[src/rtl/rrs_pkg.sv]
package rrs_pkg;

  typedef enum logic {
    WD_RUN  = 1'b0,
    WD_FIRE = 1'b1
  } wd_state_e;

endpackage

[src/rtl/rrs_domain.sv]
// One reset domain: clock enable plus counted reset release.
module rrs_domain #(
  parameter int DW = 8
) (
  input  logic          clk,
  input  logic          rst_n,
  input  logic          tick,
  input  logic          hold,
  input  logic          go,
  input  logic [DW-1:0] delay,
  output logic          clk_en,
  output logic          rst_out_n
);

  logic          en_q, en_d;
  logic          rel_q, rel_d;
  logic [DW-1:0] cnt_q, cnt_d;
  logic [DW:0]   cnt_inc;

  assign cnt_inc = {1'b0, cnt_q} + {{DW{1'b0}}, 1'b1};

  always_comb begin
    en_d  = en_q;
    rel_d = rel_q;
    cnt_d = cnt_q;
    if (hold) begin
      en_d  = 1'b0;
      rel_d = 1'b0;
      cnt_d = '0;
    end else if (tick) begin
      if (!en_q) begin
        if (go) begin
          en_d  = 1'b1;
          rel_d = (delay == '0);
          cnt_d = '0;
        end
      end else if (!rel_q) begin
        rel_d = (cnt_inc == {1'b0, delay});
        cnt_d = cnt_inc[DW-1:0];
      end
    end
  end

  always_ff @(posedge clk or negedge rst_n) begin
    if (!rst_n) begin
      en_q  <= 1'b0;
      rel_q <= 1'b0;
      cnt_q <= '0;
    end else begin
      en_q  <= en_d;
      rel_q <= rel_d;
      cnt_q <= cnt_d;
    end
  end

  assign clk_en    = en_q;
  assign rst_out_n = rel_q;

  // reset is only released with the domain clock running
  assert_rel_needs_clk_R3: assert property (@(posedge clk) disable iff (!rst_n)
    rel_q |-> en_q);

  // clock start only happens on a reference tick
  assert_start_on_tick_R2: assert property (@(posedge clk) disable iff (!rst_n)
    $rose(en_q) |-> $past(tick));

  // a hold request shuts the domain down on the next edge
  assert_hold_clears_R5: assert property (@(posedge clk) disable iff (!rst_n)
    hold |=> (!en_q && !rel_q));

endmodule

[src/rtl/rrs_wdog.sv]
// Supervisory watchdog: counts reference ticks while armed, then holds.
module rrs_wdog
  import rrs_pkg::*;
#(
  parameter int TIMEOUT = 6_500_000,
  parameter int PULSE   = 64
) (
  input  logic clk,
  input  logic rst_n,
  input  logic tick,
  input  logic armed,
  input  logic kick,
  output logic hold
);

  localparam int TCW = $clog2(TIMEOUT + 1);
  localparam int PCW = $clog2(PULSE + 1);
  localparam logic [TCW-1:0] T_LAST = TCW'(TIMEOUT - 1);
  localparam logic [PCW-1:0] P_LAST = PCW'(PULSE - 1);

  wd_state_e      st_q, st_d;
  logic [TCW-1:0] cnt_q, cnt_d;
  logic [PCW-1:0] pc_q, pc_d;

  always_comb begin
    st_d  = st_q;
    cnt_d = cnt_q;
    pc_d  = pc_q;
    case (st_q)
      WD_RUN: begin
        if (!armed || kick) begin
          cnt_d = '0;
        end else if (tick) begin
          if (cnt_q == T_LAST) begin
            st_d  = WD_FIRE;
            cnt_d = '0;
            pc_d  = '0;
          end else begin
            cnt_d = cnt_q + 1'b1;
          end
        end
      end
      WD_FIRE: begin
        if (tick) begin
          if (pc_q == P_LAST) st_d = WD_RUN;
          else                pc_d = pc_q + 1'b1;
        end
      end
    endcase
  end

  always_ff @(posedge clk or negedge rst_n) begin
    if (!rst_n) begin
      st_q  <= WD_RUN;
      cnt_q <= '0;
      pc_q  <= '0;
    end else begin
      st_q  <= st_d;
      cnt_q <= cnt_d;
      pc_q  <= pc_d;
    end
  end

  assign hold = (st_q == WD_FIRE);

  // firing is only possible while the processor was out of reset
  assert_fire_when_armed_R10: assert property (@(posedge clk) disable iff (!rst_n)
    $rose(hold) |-> $past(armed));

  // a service strobe outside the pulse prevents a firing on the next edge
  assert_kick_defers_R6: assert property (@(posedge clk) disable iff (!rst_n)
    (kick && !hold) |=> !hold);

  // the pulse ends only on a tick
  assert_pulse_ends_on_tick_R8: assert property (@(posedge clk) disable iff (!rst_n)
    $fell(hold) |-> $past(tick));

endmodule

[src/rtl/rst_release_seq.sv]
// Top: ordered reset release for processor, RF interface and DSP domains.
module rst_release_seq #(
  parameter int CPU_DELAY     = 256,
  parameter int DSP_DLY_W     = 8,
  parameter int DSP_DLY_RESET = 255,
  parameter int WD_TIMEOUT    = 6_500_000,
  parameter int WD_PULSE      = 64
) (
  input  logic                 clk,
  input  logic                 rst_n,
  input  logic                 tick,
  input  logic                 dly_wr,
  input  logic [DSP_DLY_W-1:0] dly_wdata,
  input  logic                 wd_kick,
  output logic                 cpu_clk_en,
  output logic                 dsp_clk_en,
  output logic                 rfi_clk_en,
  output logic                 cpu_rst_n,
  output logic                 dsp_rst_n,
  output logic                 rfi_rst_n
);

  localparam int CPU_CW = $clog2(CPU_DELAY + 1);
  localparam logic [CPU_CW-1:0]    CPU_DLY_V = CPU_CW'(CPU_DELAY);
  localparam logic [DSP_DLY_W-1:0] DSP_RST_V = DSP_DLY_W'(DSP_DLY_RESET);

  logic                 wd_hold;
  logic [DSP_DLY_W-1:0] dly_reg_q, dly_reg_d;
  logic [DSP_DLY_W-1:0] dly_live_q, dly_live_d;

  // written value is staged and only adopted during a watchdog pulse
  always_comb begin
    dly_reg_d  = dly_wr  ? dly_wdata : dly_reg_q;
    dly_live_d = wd_hold ? dly_reg_q : dly_live_q;
  end

  always_ff @(posedge clk or negedge rst_n) begin
    if (!rst_n) begin
      dly_reg_q  <= DSP_RST_V;
      dly_live_q <= DSP_RST_V;
    end else begin
      dly_reg_q  <= dly_reg_d;
      dly_live_q <= dly_live_d;
    end
  end

  rrs_domain #(.DW(CPU_CW)) u_cpu (
    .clk       (clk),
    .rst_n     (rst_n),
    .tick      (tick),
    .hold      (wd_hold),
    .go        (1'b1),
    .delay     (CPU_DLY_V),
    .clk_en    (cpu_clk_en),
    .rst_out_n (cpu_rst_n)
  );

  rrs_domain #(.DW(DSP_DLY_W)) u_dsp (
    .clk       (clk),
    .rst_n     (rst_n),
    .tick      (tick),
    .hold      (wd_hold),
    .go        (1'b1),
    .delay     (dly_live_q),
    .clk_en    (dsp_clk_en),
    .rst_out_n (dsp_rst_n)
  );

  // RF interface starts one tick behind the processor, never held by the watchdog
  rrs_domain #(.DW(CPU_CW)) u_rfi (
    .clk       (clk),
    .rst_n     (rst_n),
    .tick      (tick),
    .hold      (1'b0),
    .go        (cpu_clk_en),
    .delay     (CPU_DLY_V),
    .clk_en    (rfi_clk_en),
    .rst_out_n (rfi_rst_n)
  );

  rrs_wdog #(.TIMEOUT(WD_TIMEOUT), .PULSE(WD_PULSE)) u_wdog (
    .clk   (clk),
    .rst_n (rst_n),
    .tick  (tick),
    .armed (cpu_rst_n),
    .kick  (wd_kick),
    .hold  (wd_hold)
  );

  assert_rfi_rst_sticky_R7: assert property (@(posedge clk) disable iff (!rst_n)
    rfi_rst_n |=> rfi_rst_n);

  assert_rfi_clk_sticky_R7: assert property (@(posedge clk) disable iff (!rst_n)
    rfi_clk_en |=> rfi_clk_en);

  assert_cpu_dsp_drop_together_R5: assert property (@(posedge clk) disable iff (!rst_n)
    $fell(cpu_clk_en) |-> (!dsp_clk_en && !dsp_rst_n && !cpu_rst_n));

  assert_cpu_dsp_start_together_R1: assert property (@(posedge clk) disable iff (!rst_n)
    $rose(cpu_clk_en) |-> $rose(dsp_clk_en));

endmodule

[config.mk]
export PLATFORM = sky130hd
export DESIGN_NAME = rst_release_seq
export DESIGN_NICKNAME = d
export VERILOG_FILES = /design/src/rtl/rrs_pkg.sv /design/src/rtl/rrs_domain.sv /design/src/rtl/rrs_wdog.sv /design/src/rtl/rst_release_seq.sv
export SDC_FILE = /design/constraint.sdc
export NUM_CORES = 1
export LEC_CHECK = 0
export BUFFER_PORTS_ARGS = -buffer_cell sky130_fd_sc_hd__buf_2
export CAP_MARGIN = 10
export CORE_MARGIN = 2
export CORE_UTILIZATION = 40
export CTS_CLUSTER_DIAMETER = 60
export CTS_CLUSTER_SIZE = 40
export DETAILED_ROUTE_END_ITERATION = 16
export PLACE_DENSITY = 0.57
export SLEW_MARGIN = 20
export SYNTH_ARGS = -nofsm -noshare
export SYNTH_HDL_FRONTEND = slang
export SYNTH_SLANG_ARGS = --single-unit
[constraint.sdc]
create_clock -name clk -period 2.65 [get_ports clk]
set_input_delay 0.265 -clock clk [delete_from_list [all_inputs] [get_ports clk]]
set_output_delay 0.265 -clock clk [all_outputs]
set_load 0.05 [all_outputs]
==> metrics.csv <==
stage,metric,value,unit
clocking,htreeDepth,3,
route,post_drt_wl_per_cell,14.7,µm
clocking,cts_made_buffers,9,
logic_synthesis,synth_seq_cells,78,
place,portBuffers,18,
sta,worst_pin_slew,1.05,ns
flow_run,cap_violations,0,
floorplanning,die_x,108,µm
critical_path,r2r-start,u_wdog.cnt_q[15],
layout,layout_commonest_cell,dfrtp_1,
floorplanning,initial_core_util,41.4,%
global_route,antenna_found_initial,0,
layout,drive_gt1_share,17.3,%
logic_synthesis,async_flop_share,100,%
sta,grt_setup_unrepaired,false,
clocking,clock-sinks,78,
floorplanning,ios,19,
clocking,cts_resized,0,
hold_path,holdCritPathClass,in -> reg,
critical_path,path_common_cell,a21o_1,
clocking,root_buffer,clkbuf_8,
clocking,cts_buffer_depth,2,
floorplanning,fp.coreArea,0.0104,mm²
layout,final_cell_area,0.00475,mm²
layout,synthToLayoutAreaGrowth,10.2,%
floorplanning,fp-row-count,37,
layout,nFillCells,1043,
sta,setup_violations,0,
route,route.detailed.drc,0,
logic_synthesis,yosys_warnings,0,
critical_path,critical_path_class,reg -> reg,
logic_synthesis,synth_seq_area_share,45.7,%
power_and_ir_drop,p_per_area,577,mW/mm²
critical_path,required,2.89,ns
clocking,cts_hold_buf,0,
layout,seq_area,0.00197,mm²
route,detail-route-antenna-nets,0,
floorplanning,fp.dieArea,0.0116,mm²
logic_synthesis,syn_area_per_cell,9.43,µm²
global_route,grt_pass1_wl,16600,µm
logic_synthesis,synthFlopType,dfrtp_1,
global_route,grt_max_degree,79,
sta,finalSetupTns,0,ns
sta,finalClockSkew,0.00992,ns
critical_path,cp_slowest_cell,or4b_1,
critical_path,critPathLaunchType,register,
global_route,grt_use_total,17.8,%
run_status,outcome,"finished, final reports clean",
sta,final_hold_viol_count,0,
route,routed_wirelength,9040,µm
critical_path,crit_path_end_kind,register,
route,viasPerCell,5.59,
route,drt_iter0_drc,179,
hold_path,whs_path_depth,2,
logic_synthesis,synthCells,457,
place,placed_area,0.00453,mm²
layout,multi_input_area,0.00222,mm²
critical_path,crit_path_max_incr_delay,0.59,ns
critical_path,rrSetupSlack,0.37,ns
layout,final_cell_mix,"dfrtp_1, nand2_1, nor2_1, o21ai_0, nand3_1",
logic_synthesis,netlist_area,0.00431,mm²
clocking,clk_pin_slew,0.07,ns
layout,final_nets,493,
critical_path,crit_arrival,2.52,ns
hold_path,holdPathEnd,dly_reg_q[0],
global_route,grt_pass1_vias,3546,
critical_path,crit_chain,"or4b_1, nor4_4, a21oi_2, a21o_1, a21o_1",
sta,final_max_slew_viol_count,0,
logic_synthesis,syn_nets,475,
power_and_ir_drop,p_leak,2.02,nW
sta,worst_hold_slack,0.148,ns
floorplanning,fp.dieH,108,µm
critical_path,cp_max_fo,24,
logic_synthesis,synth_edf_count,0,
sta,fin_crit_sh,86.2,%
sta,max-slew-margin-rel,29.8,%
hold_path,hold_start,dly_wdata[0],
global_route,grt.overflow.total,0,
place,hpwlAfterDp,5940,µm
clocking,cts_setup_buffers,0,
layout,diodes,0,
critical_path,reg2reg_to,u_wdog.cnt_q[22],
route,vias,3444,
route,drt_first_pass_iters,4,
place,gp_congestion,0.806,
power_and_ir_drop,peakVddDrop,0.000397,V
sta,fmax,438,MHz
critical_path,r2r_cells,5,
clocking,cts_tree,yes,
clocking,insertion_delay,0.35,ns
sta,post-route-min-period,2.28,ns
logic_synthesis,ys_types,58,
logic make-up (layout without fill, tap and decap cells):
group / Yosys count / in the layout / synth area share, %
muxes: 23 / 23 / 5.86
DFF: 78 / 78 / 45.7
adders and majority gates: 5 / 5 / 1.45
and+or+nand+nor: 192 / 192 / 23.3
AOI/OAI and AO/OA: 119 / 119 / 18.1
xor gates and xnor gates: 14 / 14 / 2.84
buffers and inverters: 26 / 49 / 2.67
worst max path at each step:
stage,startpoint,end,slack (ns),cells past startpoint
detailed placement,u_wdog.cnt_q[15],u_wdog.cnt_q[22],0.37,5
global placement,u_wdog.cnt_q[15],u_wdog.cnt_q[22],0.42,5
global route,u_wdog.cnt_q[0],u_wdog.cnt_q[12],0.18,6
finish,u_wdog.cnt_q[15],u_wdog.cnt_q[22],0.37,5
floorplan,u_wdog.cnt_q[15],u_wdog.cnt_q[17],0.64,6
CTS,u_wdog.cnt_q[15],u_wdog.cnt_q[22],0.35,5
layout make-up:
class | instances | area share [%]
Sequential cell | 78 | 41.5
Multi-Input combinational cell | 353 | 46.8
Clock buffer | 13 | 3.35
Tap cell | 136 | 3.58
Inverter | 8 | 0.632
Clock inverter | 3 | 0.896
Timing Repair Buffer | 25 | 3.19
per-layer routing:
metal	vias to the layer above	global-route usage, %	part of all wire, %
met3	8	3.81	3.3
met2	51	29.6	47
li1	1715	-	-
met1	1670	22.7	49
met5	-	0	0
met4	0	6.50	1.4
power breakdown:
| part | internal (mW) | switching [mW] |
|---|---|---|
| combinational | 0.186 | 0.224 |
| clock | 0.486 | 0.423 |
| sequential | 1.29 | 0.131 |
| total | 1.96 | 0.778 |
metrics by stage:
step                instances  power (mW)  util [%]  setup WS, ns
finish                    616        2.74      45.6         0.366
global route              616        2.92      45.6         0.180
global placement          599        1.84      43.5         0.416
detailed placement        599        1.85      43.5         0.372
floorplan                 457        1.73         -         0.642
CTS                       615        2.79      45.5         0.347
critical path, delay by kind of cell, from the launching register on:
family             cells  cell delay [ns]
AOI/OAI and AO/OA      3             0.76
DFF                    1             0.45
and+or+nand+nor        2             0.96
synth_stat cells (2+ instances only):
cell       n  area [µm²]
a21o_1    14         105
a21oi_1   16        80.1
a22o_1     8        70.1
a31oi_1   12        75.1
and2_1     2        12.5
and3_1     6        37.5
and4_1     2        17.5
buf_1      2        7.51
buf_2      5        25.0
clkbuf_1   9        33.8
dfrtp_1   62        1550
dfstp_2   16         420
ha_1       5        62.6
inv_1      8        30.0
mux2_2    18         203
mux2i_1    5        50.1
nand2_1   52         195
nand2b_1   7        43.8
nand3_1   23         115
nand3b_1   4        30.0
nand4_1    7        43.8
nor2_1    40         150
nor2b_1    7        43.8
nor3_1    15        75.1
nor3b_1    3        22.5
nor4_1     9        56.3
nor4_4     2        42.5
o211ai_1   3        22.5
o21ai_0   39         195
o21ai_1    8        40.0
o31a_1     2        17.5
o31ai_1    3        22.5
o41ai_1    3        26.3
or3_1      3        18.8
or4b_1     2        20.0
xnor2_1    9        78.8
xor2_1     5        43.8
sequential cells by signal, summed over array words and instances, names as in the netlist:
name             flops
u_wdog.cnt_q        23
dly_reg_q            8
u_cpu.cnt_q          9
u_rfi.cnt_q          9
u_rfi.clk_en         1
u_dsp.rst_out_n      1
u_rfi.rst_out_n      1
u_cpu.clk_en         1
u_dsp.cnt_q          8
dly_live_q           8
u_cpu.rst_out_n      1
u_wdog.hold          1
u_wdog.pc_q          7
Note: power is estimated with default switching activity, not from simulation.
